## config.mk

```make
export PLATFORM = sky130hd
export DESIGN_NAME = moesi_line_ctrl
export DESIGN_NICKNAME = d
export VERILOG_FILES = /design/src/rtl/moesi_pkg.sv /design/src/rtl/moesi_state_table.sv /design/src/rtl/moesi_local_dec.sv /design/src/rtl/moesi_snoop_dec.sv /design/src/rtl/moesi_line_ctrl.sv
export SDC_FILE = /design/constraint.sdc
export NUM_CORES = 1
export LEC_CHECK = 0
export BUFFER_PORTS_ARGS = -buffer_cell sky130_fd_sc_hd__buf_2
export CAP_MARGIN = 20
export CORE_ASPECT_RATIO = 1.25
export CORE_UTILIZATION = 49
export CTS_CLUSTER_DIAMETER = 150
export DETAILED_ROUTE_END_ITERATION = 12
export PLACE_DENSITY = 0.79
export SLEW_MARGIN = 20
export SYNTH_ARGS = -nofsm -noshare
export SYNTH_HDL_FRONTEND = slang
export SYNTH_HIERARCHICAL = 1
export SYNTH_SLANG_ARGS = --single-unit
```

## constraint.sdc

```tcl
create_clock -name clk -period 3.58 [get_ports clk]
set_input_delay 0.358 -clock clk [delete_from_list [all_inputs] [get_ports clk]]
set_output_delay 0.358 -clock clk [all_outputs]
set_load 0.01 [all_outputs]
```

## src/rtl/moesi_pkg.sv

```systemverilog
package moesi_pkg;
  typedef enum logic [2:0] {
    ST_I = 3'd0,
    ST_S = 3'd1,
    ST_E = 3'd2,
    ST_O = 3'd3,
    ST_M = 3'd4
  } line_st_e;

  typedef enum logic [1:0] {
    REQ_RD  = 2'd0,
    REQ_WR  = 2'd1,
    REQ_EV  = 2'd2,
    REQ_NOP = 2'd3
  } req_op_e;

  typedef enum logic [2:0] {
    BUS_NONE = 3'd0,
    BUS_RD   = 3'd1,
    BUS_RDX  = 3'd2,
    BUS_UPD  = 3'd3,
    BUS_INV  = 3'd4,
    BUS_WB   = 3'd5
  } bus_op_e;
endpackage

```

## src/rtl/moesi_state_table.sv

```systemverilog
module moesi_state_table
  import moesi_pkg::*;
#(
  parameter int LINES = 16,
  localparam int IDX_W = $clog2(LINES)
) (
  input  logic             clk,
  input  logic             rst_n,
  input  logic [IDX_W-1:0] a_idx,
  output line_st_e         a_st,
  input  logic [IDX_W-1:0] b_idx,
  output line_st_e         b_st,
  input  logic             we,
  input  logic [IDX_W-1:0] w_idx,
  input  line_st_e         w_st
);
  line_st_e st_q [LINES];

  for (genvar g = 0; g < LINES; g++) begin : g_line
    always_ff @(posedge clk) begin
      if (!rst_n)
        st_q[g] <= ST_I;
      else if (we && (w_idx == IDX_W'(g)))
        st_q[g] <= w_st;
    end
  end

  assign a_st = st_q[a_idx];
  assign b_st = st_q[b_idx];
endmodule

```

## src/rtl/moesi_local_dec.sv

```systemverilog
module moesi_local_dec
  import moesi_pkg::*;
(
  input  req_op_e  op,
  input  line_st_e cur,
  input  logic     shared_in,
  output logic     hit,
  output bus_op_e  bus_op,
  output logic     upd,
  output line_st_e nxt
);
  always_comb begin
    hit    = 1'b0;
    bus_op = BUS_NONE;
    upd    = 1'b0;
    nxt    = cur;
    unique case (op)
      REQ_RD: begin
        if (cur == ST_I) begin
          bus_op = BUS_RD;
          upd    = 1'b1;
          nxt    = shared_in ? ST_S : ST_E;
        end else begin
          hit = 1'b1;
        end
      end
      REQ_WR: begin
        unique case (cur)
          ST_M: hit = 1'b1;
          ST_E: begin hit = 1'b1; upd = 1'b1; nxt = ST_M; end
          ST_S: begin bus_op = BUS_UPD; upd = 1'b1; nxt = ST_E; end
          ST_O: begin bus_op = BUS_INV; upd = 1'b1; nxt = ST_M; end
          default: begin bus_op = BUS_RDX; upd = 1'b1; nxt = ST_M; end
        endcase
      end
      REQ_EV: begin
        if (cur == ST_M || cur == ST_O) begin
          bus_op = BUS_WB;
        end else begin
          hit = 1'b1;
        end
        upd = (cur != ST_I);
        nxt = ST_I;
      end
      default: ;
    endcase
  end
endmodule

```

## src/rtl/moesi_snoop_dec.sv

```systemverilog
module moesi_snoop_dec
  import moesi_pkg::*;
(
  input  bus_op_e  op,
  input  line_st_e cur,
  output logic     supply,
  output logic     shared,
  output logic     flush,
  output logic     upd,
  output line_st_e nxt
);
  always_comb begin
    supply = 1'b0;
    shared = 1'b0;
    flush  = 1'b0;
    upd    = 1'b0;
    nxt    = cur;
    case (op)
      BUS_RD: begin
        unique case (cur)
          ST_M: begin supply = 1'b1; shared = 1'b1; upd = 1'b1; nxt = ST_O; end
          ST_O: begin supply = 1'b1; shared = 1'b1; end
          ST_E: begin shared = 1'b1; upd = 1'b1; nxt = ST_S; end
          ST_S: shared = 1'b1;
          default: ;
        endcase
      end
      BUS_RDX, BUS_UPD, BUS_INV: begin
        if (cur != ST_I) begin
          flush = (cur == ST_M) || (cur == ST_O);
          upd   = 1'b1;
          nxt   = ST_I;
        end
      end
      default: ;
    endcase
  end
endmodule

```

## src/rtl/moesi_line_ctrl.sv

```systemverilog
module moesi_line_ctrl
  import moesi_pkg::*;
#(
  parameter int LINES = 16,
  localparam int IDX_W = $clog2(LINES)
) (
  input  logic             clk,
  input  logic             rst_n,
  input  logic             req_valid,
  output logic             req_ready,
  input  logic [1:0]       req_op,
  input  logic [IDX_W-1:0] req_line,
  output logic             req_hit,
  output logic             bus_valid,
  output logic [2:0]       bus_op,
  output logic [IDX_W-1:0] bus_line,
  input  logic             bus_shared_in,
  input  logic             snp_valid,
  input  logic [2:0]       snp_op,
  input  logic [IDX_W-1:0] snp_line,
  output logic             snp_shared,
  output logic             snp_supply,
  output logic             snp_flush
);
  line_st_e loc_st, snp_st, l_nxt, s_nxt, w_st;
  bus_op_e  l_bus;
  logic     l_hit, l_upd, s_sup, s_shr, s_flu, s_upd;
  logic     req_fire, we;
  logic [IDX_W-1:0] w_idx;

  assign req_ready = !snp_valid;
  assign req_fire  = req_valid && req_ready;

  moesi_state_table #(.LINES(LINES)) table_i (
    .clk(clk), .rst_n(rst_n),
    .a_idx(req_line), .a_st(loc_st),
    .b_idx(snp_line), .b_st(snp_st),
    .we(we), .w_idx(w_idx), .w_st(w_st)
  );

  moesi_local_dec loc_i (
    .op(req_op_e'(req_op)), .cur(loc_st), .shared_in(bus_shared_in),
    .hit(l_hit), .bus_op(l_bus), .upd(l_upd), .nxt(l_nxt)
  );

  moesi_snoop_dec snp_i (
    .op(bus_op_e'(snp_op)), .cur(snp_st),
    .supply(s_sup), .shared(s_shr), .flush(s_flu), .upd(s_upd), .nxt(s_nxt)
  );

  assign req_hit    = req_fire && l_hit;
  assign bus_valid  = req_fire && (l_bus != BUS_NONE);
  assign bus_op     = bus_valid ? 3'(l_bus) : 3'(BUS_NONE);
  assign bus_line   = req_line;
  assign snp_shared = snp_valid && s_shr;
  assign snp_supply = snp_valid && s_sup;
  assign snp_flush  = snp_valid && s_flu;

  always_comb begin
    if (snp_valid) begin
      we = s_upd; w_idx = snp_line; w_st = s_nxt;
    end else begin
      we = req_fire && l_upd; w_idx = req_line; w_st = l_nxt;
    end
  end

  // a snoop cycle never carries a local bus transaction
  assert_no_bus_in_snoop_R10: assert property (@(posedge clk) disable iff (!rst_n)
    snp_valid |-> !bus_valid);

  // an accepted read that does not hit always goes out as a bus read
  assert_read_miss_busrd_R2: assert property (@(posedge clk) disable iff (!rst_n)
    (req_fire && req_op == 2'(REQ_RD) && !req_hit) |-> (bus_valid && bus_op == 3'(BUS_RD)));

  // a writeback only comes from an evict
  assert_wb_from_evict_R9: assert property (@(posedge clk) disable iff (!rst_n)
    (bus_valid && bus_op == 3'(BUS_WB)) |-> (req_op == 2'(REQ_EV)));

  // a line that just supplied data still hits on a local read
  assert_owner_keeps_line_R6: assert property (@(posedge clk) disable iff (!rst_n)
    ($past(snp_valid && snp_op == 3'(BUS_RD) && snp_supply) && req_fire &&
     req_op == 2'(REQ_RD) && req_line == $past(snp_line)) |-> req_hit);

  // a line just invalidated by the bus misses on the next local read
  assert_invalidated_misses_R8: assert property (@(posedge clk) disable iff (!rst_n)
    ($past(snp_valid && (snp_op == 3'(BUS_RDX) || snp_op == 3'(BUS_UPD) ||
                         snp_op == 3'(BUS_INV))) && req_fire &&
     req_op == 2'(REQ_RD) && req_line == $past(snp_line)) |-> (bus_op == 3'(BUS_RD)));
endmodule

```

==> results.json, run 1 <==
{
  "status": "complete, no violations",
  "relSlewSlack_pct": 66.9,
  "die_area_sq_mm": 0.00744,
  "r2r-end": "table_i/st_q[0][1]",
  "rows": 33,
  "finalPower_w": 0.00138,
  "routed-via-count": 2452,
  "cts-root-buf": "clkbuf_8",
  "powerDensity_mw_per_mm2": 366,
  "crit_arrival_ns": 3.19,
  "coreArea_sq_mm": 0.00669,
  "r2r_cells": 8,
  "fin_cells": 405,
  "hold_path_class": "input port to flip-flop",
  "finalClockSkew_ns": 0.00923,
  "yosys-top-cells-area": "edfxtp_1, mux4_1, and2_1",
  "place_hpwl_mm": 5.45,
  "largestRegisters": "table_i/st_q (48)",
  "cts_resized": 0,
  "final.setup.tns_ns": 0,
  "crit_fanout": 4,
  "synth_warnings": 6,
  "layout-drive-gt1-share_pct": 24.8,
  "worstPathRequired_ns": 3.51,
  "start_util_pct": 52.0,
  "syn_area_sq_mm": 0.00348,
  "rrSetupSlack_ns": 0.32,
  "cts_buffers": 5,
  "r2r-start": "table_i/st_q[2][2]",
  "synth.ff_latch_count": 48,
  "area_delta_synth_final_pct": 8.93,
  "ctsHtreeMaxLevel": 2,
  "dp_cells": 398,
  "critPathLaunchType": "flip-flop",
  "portBuffers": 30,
  "viasPerCell": 6.05,
  "clock_latency_ns": 0.29,
  "hp-start": "rst_n",
  "cap_viol_max_count": 0,
  "antenna_cells": 0,
  "worst_setup_path_end_kind": "flip-flop",
  "ys_seq_area_share_pct": 41.5,
  "slew_viol_final": 0,
  "die_h_um": 96.2,
  "place_congestion": 0.790,
  "grt_pass1_vias": 2541,
  "drtIter0Drc": 146,
  "postCtsSetupBuffers": 0,
  "synth_top_flop_cell": "edfxtp_1",
  "synth_area_per_cell_sq_um": 11.8,
  "antenna_found_initial": 0,
  "synth_edf_count": 48,
  "period_needed_ns": 3.26,
  "track_usage_pct": 20.5,
  "finalHoldViolCount": 0,
  "finalCritPeriodShare_pct": 91.0,
  "postLayoutCoreUtil_pct": 56.6,
  "min_delay_path_depth": 2,
  "hold_path_end": "table_i/st_q[8][1]",
  "synth_top_area_share_pct": 41.5,
  "synth_commonest_cells": "and2_1, edfxtp_1, nor2_1",
  "crit_type": "flip-flop to flip-flop",
  "cts_buffer_depth": 2,
  "yosysTopAreaCell": "edfxtp_1",
  "rsz0062_at_grt": "no",
  "fmax_mhz": 307,
  "postCtsHoldBufs": 0,
  "die_w_um": 77.3,
  "max_slew.worst_pin.slew_ns": 0.491,
  "nNetsFinal": 336,
  "synth_cell_types": 53,
  "synthesis.nets": 312,
  "irDropWorstVdd_mv": 0.163,
  "firstDrtPassIters": 4,
  "yosysMostFrequentCell": "and2_1",
  "nFillCells": 560,
  "p_leak_nw": 1.49,
  "wire_per_inst_um": 17.6,
  "regMostFlops": "table_i/st_q",
  "setup_viol": 0,
  "grt_pass1_wl_mm": 11.5,
  "ys_async_sr_fraction_pct": 0,
  "grt-ovfl-total": 0,
  "clock_sinks": 48,
  "grt_max_degree": 21,
  "drt_wl_total_mm": 7.12,
  "cts.clk_slew.worst_paths_ns": 0.09,
  "drc": 0,
  "postSynthCellCount": 294,
  "io_pins": 31,
  "postRouteAntennaNets": 0,
  "cts_tree": "yes",
  "largest_register_ffs": 48,
  "holdWs_ns": 0.649
}
-- power by group --
part           total, W  switching (W)  internal, W
combinational  0.000290       0.000163     0.000126
clock          0.000441       0.000166     0.000275
sequential     0.000654      0.0000126     0.000641
total           0.00138       0.000342      0.00104
-- logic make-up (layout without fill, tap and decap cells) --
kind of cell	after synthesis	count (layout)	synth area share (%)
and+or+nand+nor	139	139	23.6
DFF	48	48	41.5
AOI/OAI and AO/OA	47	47	9.29
muxes	33	33	20.7
buffers and inverters	25	49	4.50
xor gates and xnor gates	2	2	0.504
-- how the worst max path moves through the flow --
stage                        from                  to  slack (ns)  cells past startpoint
5_1_grt               snp_line[0]  table_i/st_q[4][0]        0.16                     10
6_report       table_i/st_q[2][2]  table_i/st_q[0][1]        0.32                      8
2_1_floorplan         req_line[1]  table_i/st_q[1][0]        0.37                     10
3_5_place_dp          req_line[0]  table_i/st_q[4][2]        0.05                      9
3_3_place_gp          req_line[0]  table_i/st_q[5][2]        0.17                      9
4_1_cts        table_i/st_q[2][2]  table_i/st_q[4][2]        0.33                      8
-- routing by layer --
metal  GRT usage [%]  up-vias  wire [um]
met5               0        -          0
met4            13.4        0        225
met3            3.22       21        453
li1                -     1163          -
met1            21.8     1185       2670
met2            38.0       83       3780
-- metrics by stage --
stage | instance area [sq um] | worst slack [ns]
finish | 3790 | 0.323
global route | 3790 | 0.164
CTS | 3790 | 0.331
detailed placement | 3660 | 0.0494
global placement | 3660 | 0.172
floorplan | 3480 | 0.371
-- layout by cell type, fill, tap and decap left out, types with 3 or more instances in the layout --
cell type,instances
a21oi_1,4
a22oi_1,5
and2_1,52
and2_2,4
buf_2,30
buf_4,9
clkbuf_8,5
edfxtp_1,48
inv_1,3
mux2_4,5
mux4_1,16
mux4_2,8
nand2_1,13
nand2b_1,4
nand3_1,16
nand4b_1,3
nor2_1,20
nor2b_1,9
o21ai_0,19
-- critical path: stages (launching register included) --
cell      delay [ns]
edfxtp_1        0.43
mux4_1          0.51
a22oi_1         0.25
nand3_1         0.12
or2_2           0.32
a31oi_1         0.18
a22o_2          0.16
or3b_2          0.50
o21ai_0         0.44
-- area by class of cell --
class	instances	area [sq um]	area share, %
multi-input cells	221	1880	49.6
well taps	87	109	2.88
inverters	3	11.3	0.297
clock buffers	5	68.8	1.82
clock inverters	2	60.1	1.59
flip-flops and latches	48	1440	38.1
repair buffers	39	218	5.75
Note: power is estimated with default switching activity, not from simulation.
==> run 2: changes to the inputs <==
CORE_UTILIZATION = 40   (was 49)
PLACE_DENSITY = 0.68   (was 0.79)
RECOVER_POWER = 25   (was not set)
==> run 2 against run 1 <==
Against the previous run: clock skew grew 0.0037 ns; non-clock buffer count grew 1; register-to-register slack lost 0.095 ns; clock power shrank 15%; sequential cell count is the same; sequential power is essentially flat; largest cell class unchanged.
==> results.json, run 2 (synthesis gave the netlist of run 1 again) <==
{
  "layout_commonest_cell": "edfxtp_1",
  "crit_type": "flip-flop to flip-flop",
  "r2r-end": "table_i/st_q[0][1]",
  "finalHoldViolCount": 0,
  "hold_path_class": "input port to flip-flop",
  "irDropWorstVdd_mv": 0.171,
  "routed-via-count": 2487,
  "rsz0062_at_grt": "no",
  "drt_wl_total_mm": 7.78,
  "rows": 37,
  "setup_viol": 0,
  "busiest_layer": "met2",
  "track_usage_pct": 18.0,
  "firstDrtPassIters": 5,
  "grt_util_met2_pct": 34.2,
  "use_met1_pct": 19.6,
  "period_needed_ns": 3.35,
  "regMostFlops": "table_i/st_q",
  "fmax_mhz": 298,
  "worst_setup_path_end_kind": "flip-flop",
  "start_util_pct": 41.7,
  "place_hpwl_mm": 5.99,
  "cts_tree": "yes",
  "cts_resized": 0,
  "grt_pass1_wl_mm": 12.3,
  "holdWs_ns": 0.655,
  "dp_worst_setup_slack_ns": 0.0568,
  "area_delta_synth_final_pct": 8.57,
  "io_pins": 31,
  "wire_per_inst_um": 18.7,
  "grt-ovfl-total": 0,
  "grt_pass1_vias": 2424,
  "die_w_um": 85.4,
  "hold_path_end": "table_i/st_q[1][0]",
  "cts_buffer_depth": 2,
  "postCtsSetupBuffers": 0,
  "worstPathRequired_ns": 3.54,
  "drtIter0Drc": 117,
  "max_slew.worst_pin.slew_ns": 0.673,
  "largest_register_ffs": 48,
  "viasPerCell": 5.96,
  "finalClockSkew_ns": 0.0130,
  "antenna_cells": 0,
  "layout.cells.most_common_list": "edfxtp_1, and2_1, buf_2",
  "crit_arrival_ns": 3.31,
  "postCtsHoldBufs": 0,
  "coreArea_sq_mm": 0.00833,
  "powerDensity_mw_per_mm2": 351,
  "nNetsFinal": 337,
  "r2r_cells": 8,
  "min_delay_path_depth": 2,
  "layout-drive-gt1-share_pct": 22.8,
  "cts_buffers": 5,
  "rrSetupSlack_ns": 0.23,
  "cts.clk_slew.worst_paths_ns": 0.09,
  "place_congestion": 0.812,
  "crit_fanout": 4,
  "portBuffers": 30,
  "clock_latency_ns": 0.30,
  "finalCritPeriodShare_pct": 93.6,
  "antenna_found_initial": 0,
  "r2r-start": "table_i/st_q[2][2]",
  "grt_max_degree": 21,
  "die_area_sq_mm": 0.00907,
  "drc": 0,
  "slew_viol_final": 0,
  "cts-root-buf": "clkbuf_8",
  "relSlewSlack_pct": 55.1,
  "postRouteAntennaNets": 0,
  "die_h_um": 106,
  "critPathLaunchType": "flip-flop",
  "cap_viol_max_count": 0,
  "postLayoutCoreUtil_pct": 45.3,
  "status": "complete, no violations",
  "largestRegisters": "table_i/st_q (48)",
  "ctsHtreeMaxLevel": 2,
  "grtUsageMet3_pct": 2.33,
  "p_leak_nw": 1.46,
  "clock_sinks": 48,
  "hp-start": "rst_n",
  "layout_setup_ws_ns": 0.228,
  "final.setup.tns_ns": 0
}
[run 2: cell types whose count changed in the layout (fill, tap and decap cells not counted)]
cell | previous run | this run
and2_0 | 0 | 9
clkbuf_1 | 0 | 6
buf_2 | 30 | 25
clkinv_1 | 0 | 2
and2_1 | 52 | 43
bufinv_16 | 2 | 1
[run 2: power by group]
| part | internal (W) | switching, W |
|---|---|---|
| Clock | 0.000203 | 0.000174 |
| Combinational | 0.000125 | 0.000167 |
| Sequential | 0.000641 | 0.0000142 |
[run 2: area by class of cell]
type,count,area (sq um)
Fill cell,758,4560
Multi-Input combinational cell,221,1880
Tap cell,97,121
Clock buffer,5,68.8
Sequential cell,48,1440
Inverter,3,11.3
Clock inverter,3,37.5
Timing Repair Buffer,40,215
[run 2: worst max-delay path by stage]
stage	startpoint	to	slack, ns	cells past startpoint
after CTS	table_i/st_q[2][2]	table_i/st_q[0][2]	0.26	8
after global placement	req_line[0]	table_i/st_q[5][1]	0.14	9
final	table_i/st_q[2][2]	table_i/st_q[0][1]	0.23	8
after detailed placement	req_line[0]	table_i/st_q[0][2]	0.06	9
after floorplan	req_line[1]	table_i/st_q[1][0]	0.37	10
after global routing	req_line[1]	table_i/st_q[4][1]	0.06	10
[run 2: through the flow]
stage               instance area, sq um  power, W  instances
finish                              3770   0.00132        417
global route                        3770   0.00138        417
CTS                                 3780   0.00133        417
detailed placement                  3680  0.000961        409
global placement                    3680  0.000954        409
floorplan                           3480  0.000873        294
[run 2: critical path, cell delays in order, from the launching register on]
cell	delay, ns
edfxtp_1	0.45
mux4_1	0.54
a22oi_1	0.29
nand3_1	0.13
or2_2	0.32
a31oi_1	0.18
a22o_2	0.16
or3b_2	0.52
o21ai_0	0.43
[run 2: routing by layer]
layer / part of all wire, % / wire [um]
met3: 4.9 / 384
met5: 0 / 0
met1: 39 / 3030
met4: 2.7 / 208
met2: 53 / 4160
